<file path="config.mk">
export PLATFORM = sky130hd
export DESIGN_NAME = clk_ratio_ctrl
export DESIGN_NICKNAME = d
export VERILOG_FILES = /design/src/rtl/clk_ratio_pkg.sv /design/src/rtl/ratio_divider.sv /design/src/rtl/ratio_fsm.sv /design/src/rtl/clk_ratio_ctrl.sv
export SDC_FILE = /design/constraint.sdc
export NUM_CORES = 1
export LEC_CHECK = 0
export ABC_AREA = 1
export BUFFER_PORTS_ARGS = -buffer_cell sky130_fd_sc_hd__buf_2
export CORE_ASPECT_RATIO = 1.25
export CORE_MARGIN = 2
export CORE_UTILIZATION = 45
export DETAILED_ROUTE_END_ITERATION = 8
export HOLD_SLACK_MARGIN = 0.06
export PLACE_DENSITY = 0.66
export SETUP_SLACK_MARGIN = 0.15
export SLEW_MARGIN = 20
export SYNTH_ARGS = -nofsm -noshare
export SYNTH_HDL_FRONTEND = slang
export SYNTH_SLANG_ARGS = --single-unit
</file>
<file path="constraint.sdc">
create_clock -name clk -period 1.8 [get_ports clk]
set_clock_uncertainty 0.05 [all_clocks]
set_input_delay 0.09 -clock clk [delete_from_list [all_inputs] [get_ports clk]]
set_output_delay 0.09 -clock clk [all_outputs]
set_load 0.02 [all_outputs]
</file>
<file path="src/rtl/clk_ratio_pkg.sv">
package clk_ratio_pkg;
    localparam int MULT_W   = 5;
    localparam int DIV_W    = 4;
    localparam int SETTLE_W = 8;
    localparam int DATA_W   = 8;
    localparam int ADDR_W   = 3;

    typedef enum logic [1:0] {
        ST_FULL     = 2'd0,
        ST_BYPASS   = 2'd1,
        ST_MULT_OFF = 2'd2,
        ST_SETTLE   = 2'd3
    } ratio_state_e;

    localparam logic [ADDR_W-1:0] A_CTRL   = 3'd0;
    localparam logic [ADDR_W-1:0] A_MULT   = 3'd1;
    localparam logic [ADDR_W-1:0] A_CDIV   = 3'd2;
    localparam logic [ADDR_W-1:0] A_SDIV   = 3'd3;
    localparam logic [ADDR_W-1:0] A_SETTLE = 3'd4;
endpackage

</file>
<file path="src/rtl/ratio_divider.sv">
module ratio_divider #(
    parameter int DIV_W   = 4,
    parameter int RST_DIV = 1
) (
    input  logic             clk,
    input  logic             rst_n,
    input  logic             tick,
    input  logic [DIV_W-1:0] div_in,
    output logic             en,
    output logic [DIV_W-1:0] div_eff
);
    logic [DIV_W-1:0] cnt_q;

    always_ff @(posedge clk) begin
        if (!rst_n) begin
            cnt_q   <= '0;
            div_eff <= DIV_W'(RST_DIV);
            en      <= 1'b0;
        end else if (tick) begin
            if (cnt_q == '0) begin
                cnt_q   <= div_in - DIV_W'(1);
                div_eff <= div_in;
                en      <= 1'b1;
            end else begin
                cnt_q <= cnt_q - DIV_W'(1);
                en    <= 1'b0;
            end
        end else begin
            en <= 1'b0;
        end
    end
endmodule

</file>
<file path="src/rtl/ratio_fsm.sv">
module ratio_fsm
    import clk_ratio_pkg::*;
#(
    parameter int SETTLE_WIDTH = SETTLE_W,
    parameter int MULT_WIDTH   = MULT_W,
    parameter int RST_MULT     = 8
) (
    input  logic                    clk,
    input  logic                    rst_n,
    input  logic                    req_bypass,
    input  logic                    req_off,
    input  logic [SETTLE_WIDTH-1:0] settle_len,
    input  logic [MULT_WIDTH-1:0]   mult_pend,
    output ratio_state_e            state,
    output logic                    ready,
    output logic [MULT_WIDTH-1:0]   mult_eff
);
    ratio_state_e            state_d;
    logic [SETTLE_WIDTH-1:0] cnt_q;

    always_comb begin
        state_d = state;
        unique case (state)
            ST_FULL:     if (req_bypass || req_off) state_d = ST_BYPASS;
            ST_BYPASS:   if (req_off) state_d = ST_MULT_OFF;
                         else if (!req_bypass) state_d = ST_FULL;
            ST_MULT_OFF: if (!req_off) state_d = ST_SETTLE;
            ST_SETTLE:   if (req_off) state_d = ST_MULT_OFF;
                         else if (cnt_q == '0) state_d = ST_BYPASS;
            default:     state_d = ST_FULL;
        endcase
    end

    always_ff @(posedge clk) begin
        if (!rst_n) state <= ST_FULL;
        else        state <= state_d;
    end

    always_ff @(posedge clk) begin
        if (!rst_n) begin
            ready    <= 1'b1;
            cnt_q    <= '0;
            mult_eff <= MULT_WIDTH'(RST_MULT);
        end else begin
            unique case (state)
                ST_FULL: ;
                ST_BYPASS: begin
                    if (state_d == ST_MULT_OFF) ready <= 1'b0;
                    if (state_d == ST_FULL) mult_eff <= mult_pend;
                end
                ST_MULT_OFF: if (state_d == ST_SETTLE) cnt_q <= settle_len;
                ST_SETTLE: begin
                    if (state_d == ST_MULT_OFF) ready <= 1'b0;
                    else if (state_d == ST_BYPASS) ready <= 1'b1;
                    else cnt_q <= cnt_q - SETTLE_WIDTH'(1);
                end
                default: ;
            endcase
        end
    end
endmodule

</file>
<file path="src/rtl/clk_ratio_ctrl.sv">
module clk_ratio_ctrl
    import clk_ratio_pkg::*;
#(
    parameter int RST_MULT   = 8,
    parameter int RST_CDIV   = 1,
    parameter int RST_SDIV   = 2,
    parameter int RST_SETTLE = 4,
    parameter int MAX_MULT   = 31
) (
    input  logic              clk,
    input  logic              rst_n,
    input  logic              ref_tick,
    input  logic              wr_en,
    input  logic [ADDR_W-1:0] wr_addr,
    input  logic [DATA_W-1:0] wr_data,
    input  logic [ADDR_W-1:0] rd_addr,
    output logic [DATA_W-1:0] rd_data,
    output logic              core_en,
    output logic              sys_en
);
    localparam int NDOM = 2;
    localparam int DIV_MAX = (1 << DIV_W) - 1;

    logic                req_bypass_q, req_off_q;
    logic [MULT_W-1:0]   mult_pend_q, mult_eff;
    logic [DIV_W-1:0]    cdiv_req_q, sdiv_req_q, sdiv_clamped;
    logic [SETTLE_W-1:0] settle_q;
    ratio_state_e        state;
    logic                ready, base_tick;
    logic [DIV_W-1:0]    div_in  [NDOM];
    logic [DIV_W-1:0]    div_eff [NDOM];
    logic                dom_en  [NDOM];

    wire mult_ok = (wr_data >= DATA_W'(1)) && (wr_data <= DATA_W'(MAX_MULT));
    wire div_ok  = (wr_data >= DATA_W'(1)) && (wr_data <= DATA_W'(DIV_MAX));

    always_ff @(posedge clk) begin
        if (!rst_n) begin
            req_bypass_q <= 1'b0;
            req_off_q    <= 1'b0;
            mult_pend_q  <= MULT_W'(RST_MULT);
            cdiv_req_q   <= DIV_W'(RST_CDIV);
            sdiv_req_q   <= DIV_W'(RST_SDIV);
            settle_q     <= SETTLE_W'(RST_SETTLE);
        end else if (wr_en) begin
            unique case (wr_addr)
                A_CTRL: begin
                    req_bypass_q <= wr_data[0];
                    req_off_q    <= wr_data[1];
                end
                A_MULT:   if (mult_ok && state != ST_FULL) mult_pend_q <= wr_data[MULT_W-1:0];
                A_CDIV:   if (div_ok) cdiv_req_q <= wr_data[DIV_W-1:0];
                A_SDIV:   if (div_ok) sdiv_req_q <= wr_data[DIV_W-1:0];
                A_SETTLE: settle_q <= wr_data[SETTLE_W-1:0];
                default: ;
            endcase
        end
    end

    ratio_fsm #(.SETTLE_WIDTH(SETTLE_W), .MULT_WIDTH(MULT_W), .RST_MULT(RST_MULT)) u_fsm (
        .clk        (clk),
        .rst_n      (rst_n),
        .req_bypass (req_bypass_q),
        .req_off    (req_off_q),
        .settle_len (settle_q),
        .mult_pend  (mult_pend_q),
        .state      (state),
        .ready      (ready),
        .mult_eff   (mult_eff)
    );

    assign base_tick    = (state == ST_FULL) ? 1'b1 : ref_tick;
    assign sdiv_clamped = (sdiv_req_q < cdiv_req_q) ? cdiv_req_q : sdiv_req_q;
    assign div_in[0]    = cdiv_req_q;
    assign div_in[1]    = sdiv_clamped;

    for (genvar g = 0; g < NDOM; g++) begin : g_dom
        ratio_divider #(.DIV_W(DIV_W), .RST_DIV(g == 0 ? RST_CDIV : RST_SDIV)) u_div (
            .clk     (clk),
            .rst_n   (rst_n),
            .tick    (base_tick),
            .div_in  (div_in[g]),
            .en      (dom_en[g]),
            .div_eff (div_eff[g])
        );
    end

    assign core_en = dom_en[0];
    assign sys_en  = dom_en[1];

    always_comb begin
        rd_data = '0;
        unique case (rd_addr)
            3'd0: rd_data = {5'b0, ready, state == ST_MULT_OFF, state != ST_FULL};
            3'd1: rd_data = DATA_W'(mult_eff);
            3'd2: rd_data = DATA_W'(div_eff[0]);
            3'd3: rd_data = DATA_W'(div_eff[1]);
            3'd4: rd_data = DATA_W'(mult_pend_q);
            default: rd_data = '0;
        endcase
    end
endmodule

</file>
==> reports/summary.txt <==
via count: 2887
Layout Area Growth over Synthesis: 33.4%
max-capacitance violation count: 0
DRT Wirelength: 7960 um
DRT iter0 DRCs: 175
final-report hold violation count: 0
GP Congestion: 0.857
clk buf depth: 2
final critical-path required period: 1740 ps
Slew @ Worst Pin: 626 ps
Total Die Area: 0.00696 mm2
TritonCTS Buffers: 9
power density over cell area: 982 mW/mm2
ys flop type: dfxtp_1
Gate power share: 0.272
relative slew slack: 0.580
top cell type's share of synthesized area: 0.402
Root Driver: clkbuf_8
vias in the first global route: 2655
DPL Wire Length: 5020 um
Reg power frac: 0.398
drt first pass iters: 4
post-synthesis cell count: 396
CTS H-tree lvls: 3
Critical Path End Type: register
Initial Utilization: 0.463
Setup crit end: g_dom[1].u_div.cnt_q[0]$_SDFFE_PN0N_
crit path DAT: 1970 ps
Residual DRC: 0
post-route ant nets: 0
Distinct cells, synth: 35
Leakage: 1.72 nW
Via density: 5.17
dpl ws: 34.6 ps
Net Sw Power: 1.22 mW
r2r endpoint: g_dom[1].u_div.cnt_q[0]$_SDFFE_PN0N_
core footprint: 0.00613 mm2
# clock sinks: 57
first-pass GRT wire length: 12400 um
Critical path origin: cdiv_req_q[2]$_SDFFE_PN0P_
drt wl/cell: 14.3 um
commonest cells in the netlist: nand2_1 (66), inv_1 (62), dfxtp_1 (57)
R2R setup slack: 60 ps
P_int: 2.49 mW
clock share of power: 0.331
Reg-to-Reg Start: cdiv_req_q[2]$_SDFFE_PN0P_
Avg Cell Area, Syn: 7.16 um2
post-synthesis sequential area ratio: 0.402
CP Class: reg2reg
synthesized flop and latch total: 57
Synth Cell Area: 0.00284 mm2
Hold Crit Depth: 3
most frequent cell after synthesis: nand2_1
Die Y: 92.8 um
fmax: 0.574 GHz
Tot GR Track Use: 0.241
Area contributors post-synth: dfxtp_1 (40%), nand2_1 (8.7%), inv_1 (8.2%)
Max Transition Viols Final: 0
sw frac: 0.330
share of cells above drive strength 1: 0.279
Clock Pin Slew Worst Setup and Hold Paths: 60 ps
DP Area: 0.00312 mm2
status: complete, no violations
CP required: 2030 ps
Die Span X: 75.0 um
Hold Crit Class: in2reg
Worst Slack Setup Final: 59.1 ps
I/O pins: 28
Final setup viols: 0
r2r worst-path depth: 13
IO Port Bufs: 24
final instance area: 0.00378 mm2
Async S/R FF share, synth: 0
global route overflow: 0
Post-layout nets: 493
Clock Latency Late Sink: 340 ps
diode count: 0
CTS tree: yes
area leader, netlist: dfxtp_1
Fillers: 566
# rows: 32
synthesis warning total: 0
CP Max Fanout: 4
area occupied by multi-input gates: 0.00156 mm2
largest net degree at the start of global routing: 40
Final Hold Slack: 25.5 ps
RSZ-0062 raised after global routing: yes
Peak VDD IR: 0.000472 V
initial antenna violation count: 0
register area: 0.00115 mm2
post-route clock period utilization: 0.967
Post-synth EDFFs: 0
crit path launch type: register
placed cells by master, fill, tap and decap left out, types with 2 or more instances in the layout:
| master | netlist | routed |
|---|---|---|
| nand2_1 | 66 | 55 |
| inv_1 | 62 | 54 |
| dfxtp_1 | 57 | 49 |
| nor2_1 | 41 | 37 |
| o21ai_0 | 34 | 34 |
| a21oi_1 | 32 | 30 |
| buf_4 | 4 | 27 |
| buf_2 | 0 | 24 |
| nand3_1 | 21 | 17 |
| dlygate4sd3_1 | 0 | 16 |
| clkbuf_8 | 0 | 11 |
| nand2_2 | 3 | 10 |
| nand4_1 | 9 | 9 |
| inv_2 | 3 | 8 |
| a211oi_1 | 8 | 7 |
| o21ai_1 | 8 | 7 |
| dfxtp_2 | 0 | 7 |
| nand2_4 | 1 | 5 |
| nand3_2 | 1 | 5 |
| nor2_4 | 4 | 5 |
| o211ai_1 | 5 | 5 |
| ha_4 | 0 | 5 |
| inv_4 | 1 | 4 |
| nor3_1 | 4 | 4 |
| nor2_2 | 1 | 4 |
| a21oi_2 | 2 | 4 |
| o22ai_1 | 3 | 3 |
| o21ai_2 | 2 | 3 |
| conb_1 | 1 | 3 |
| clkinv_1 | 2 | 2 |
| o31ai_1 | 2 | 2 |
| nor4_4 | 2 | 2 |
| clkinv_2 | 0 | 2 |
| buf_6 | 0 | 2 |
what timing repair did:
action,CTS,global route
resized for setup,17,26
pin swaps,9,16
setup buffers,12,11
endpoints found under the hold margin,13,0
endpoints found under the setup margin,4,24
hold buffers,17,0
power by group through the flow:
stage | logic, mW | registers [mW] | clock network [mW]
final | 1.01 | 1.48 | 1.23
after detailed placement | 0.844 | 1.51 | 0
after global placement | 0.837 | 1.50 | 0
after floorplan | 0.633 | 1.51 | 0
after global routing | 1.13 | 1.49 | 1.30
after CTS | 0.976 | 1.48 | 1.24
per-layer routing:
metal	part of all wire	vias to the layer above	track usage	wire length, um
met4	0.047	0	0.141	370
met2	0.52	73	0.404	4110
met5	0	-	0	0
li1	-	1447	-	-
met1	0.40	1337	0.279	3180
met3	0.037	30	0.0413	295
worst max-delay path: stages, from the launching register on:
cell and delay, ps:
dfxtp_2 360, inv_4 60, ha_4 260, nand2_2 50
inv_2 60, nand2_4 70, nand2_4 80, nand2_2 60
nand3_2 60, nand2_2 70, buf_4 140, buf_4 130
buf_4 120, a21oi_2 120
how the worst min path moves through the flow:
stage	from	to	slack [ps]
after floorplan	wr_data[5]	settle_q[5]$_SDFFE_PN0P_	170
after global placement	wr_data[7]	settle_q[7]$_SDFFE_PN0P_	280
after detailed placement	wr_data[7]	settle_q[7]$_SDFFE_PN0P_	290
after CTS	wr_data[0]	req_bypass_q$_SDFFE_PN0P_	60
after global routing	wr_data[3]	sdiv_req_q[3]$_SDFFE_PN0P_	80
final	wr_data[3]	sdiv_req_q[3]$_SDFFE_PN0P_	30
final cells by class:
| type | instances | area share |
|---|---|---|
| clock inverters | 3 | 0.0106 |
| flip-flops and latches | 57 | 0.305 |
| inverters | 68 | 0.0701 |
| well taps | 85 | 0.0281 |
| multi-input cells | 264 | 0.412 |
| clock buffers | 12 | 0.0410 |
| repair buffers | 69 | 0.134 |
per-stage QoR:
step / power, mW / TNS (ps) / utilization / instances
floorplan: 2.14 / 0 / - / 398
global placement: 2.34 / 0 / 0.509 / 504
detailed placement: 2.35 / 0 / 0.509 / 504
CTS: 3.69 / 0 / 0.592 / 548
global route: 3.92 / -53.4 / 0.618 / 558
finish: 3.72 / 0 / 0.618 / 558
logic make-up (layout without fill, tap and decap cells):
kind of cell	after synthesis	count (layout)	synth area share
and+or+nand+nor	154	154	0.255
AOI/OAI and AO/OA	100	100	0.203
buffers and inverters	77	152	0.108
DFF	57	57	0.402
adders and majority gates	6	6	0.0265
other	1	3	0.00132
xor gates and xnor gates	1	1	0.00309
sequential cells by signal, summed over array words and instances (netlist names), 2 cells and up:
name,flops
sdiv_req_q,4
u_fsm.mult_eff,5
g_dom.u_div.cnt_q,8
settle_q,8
g_dom.u_div.en,2
g_dom.u_div.div_eff,8
u_fsm.cnt_q,8
cdiv_req_q,4
mult_pend_q,5
u_fsm.state,2
(Power assumes the default switching activity.)
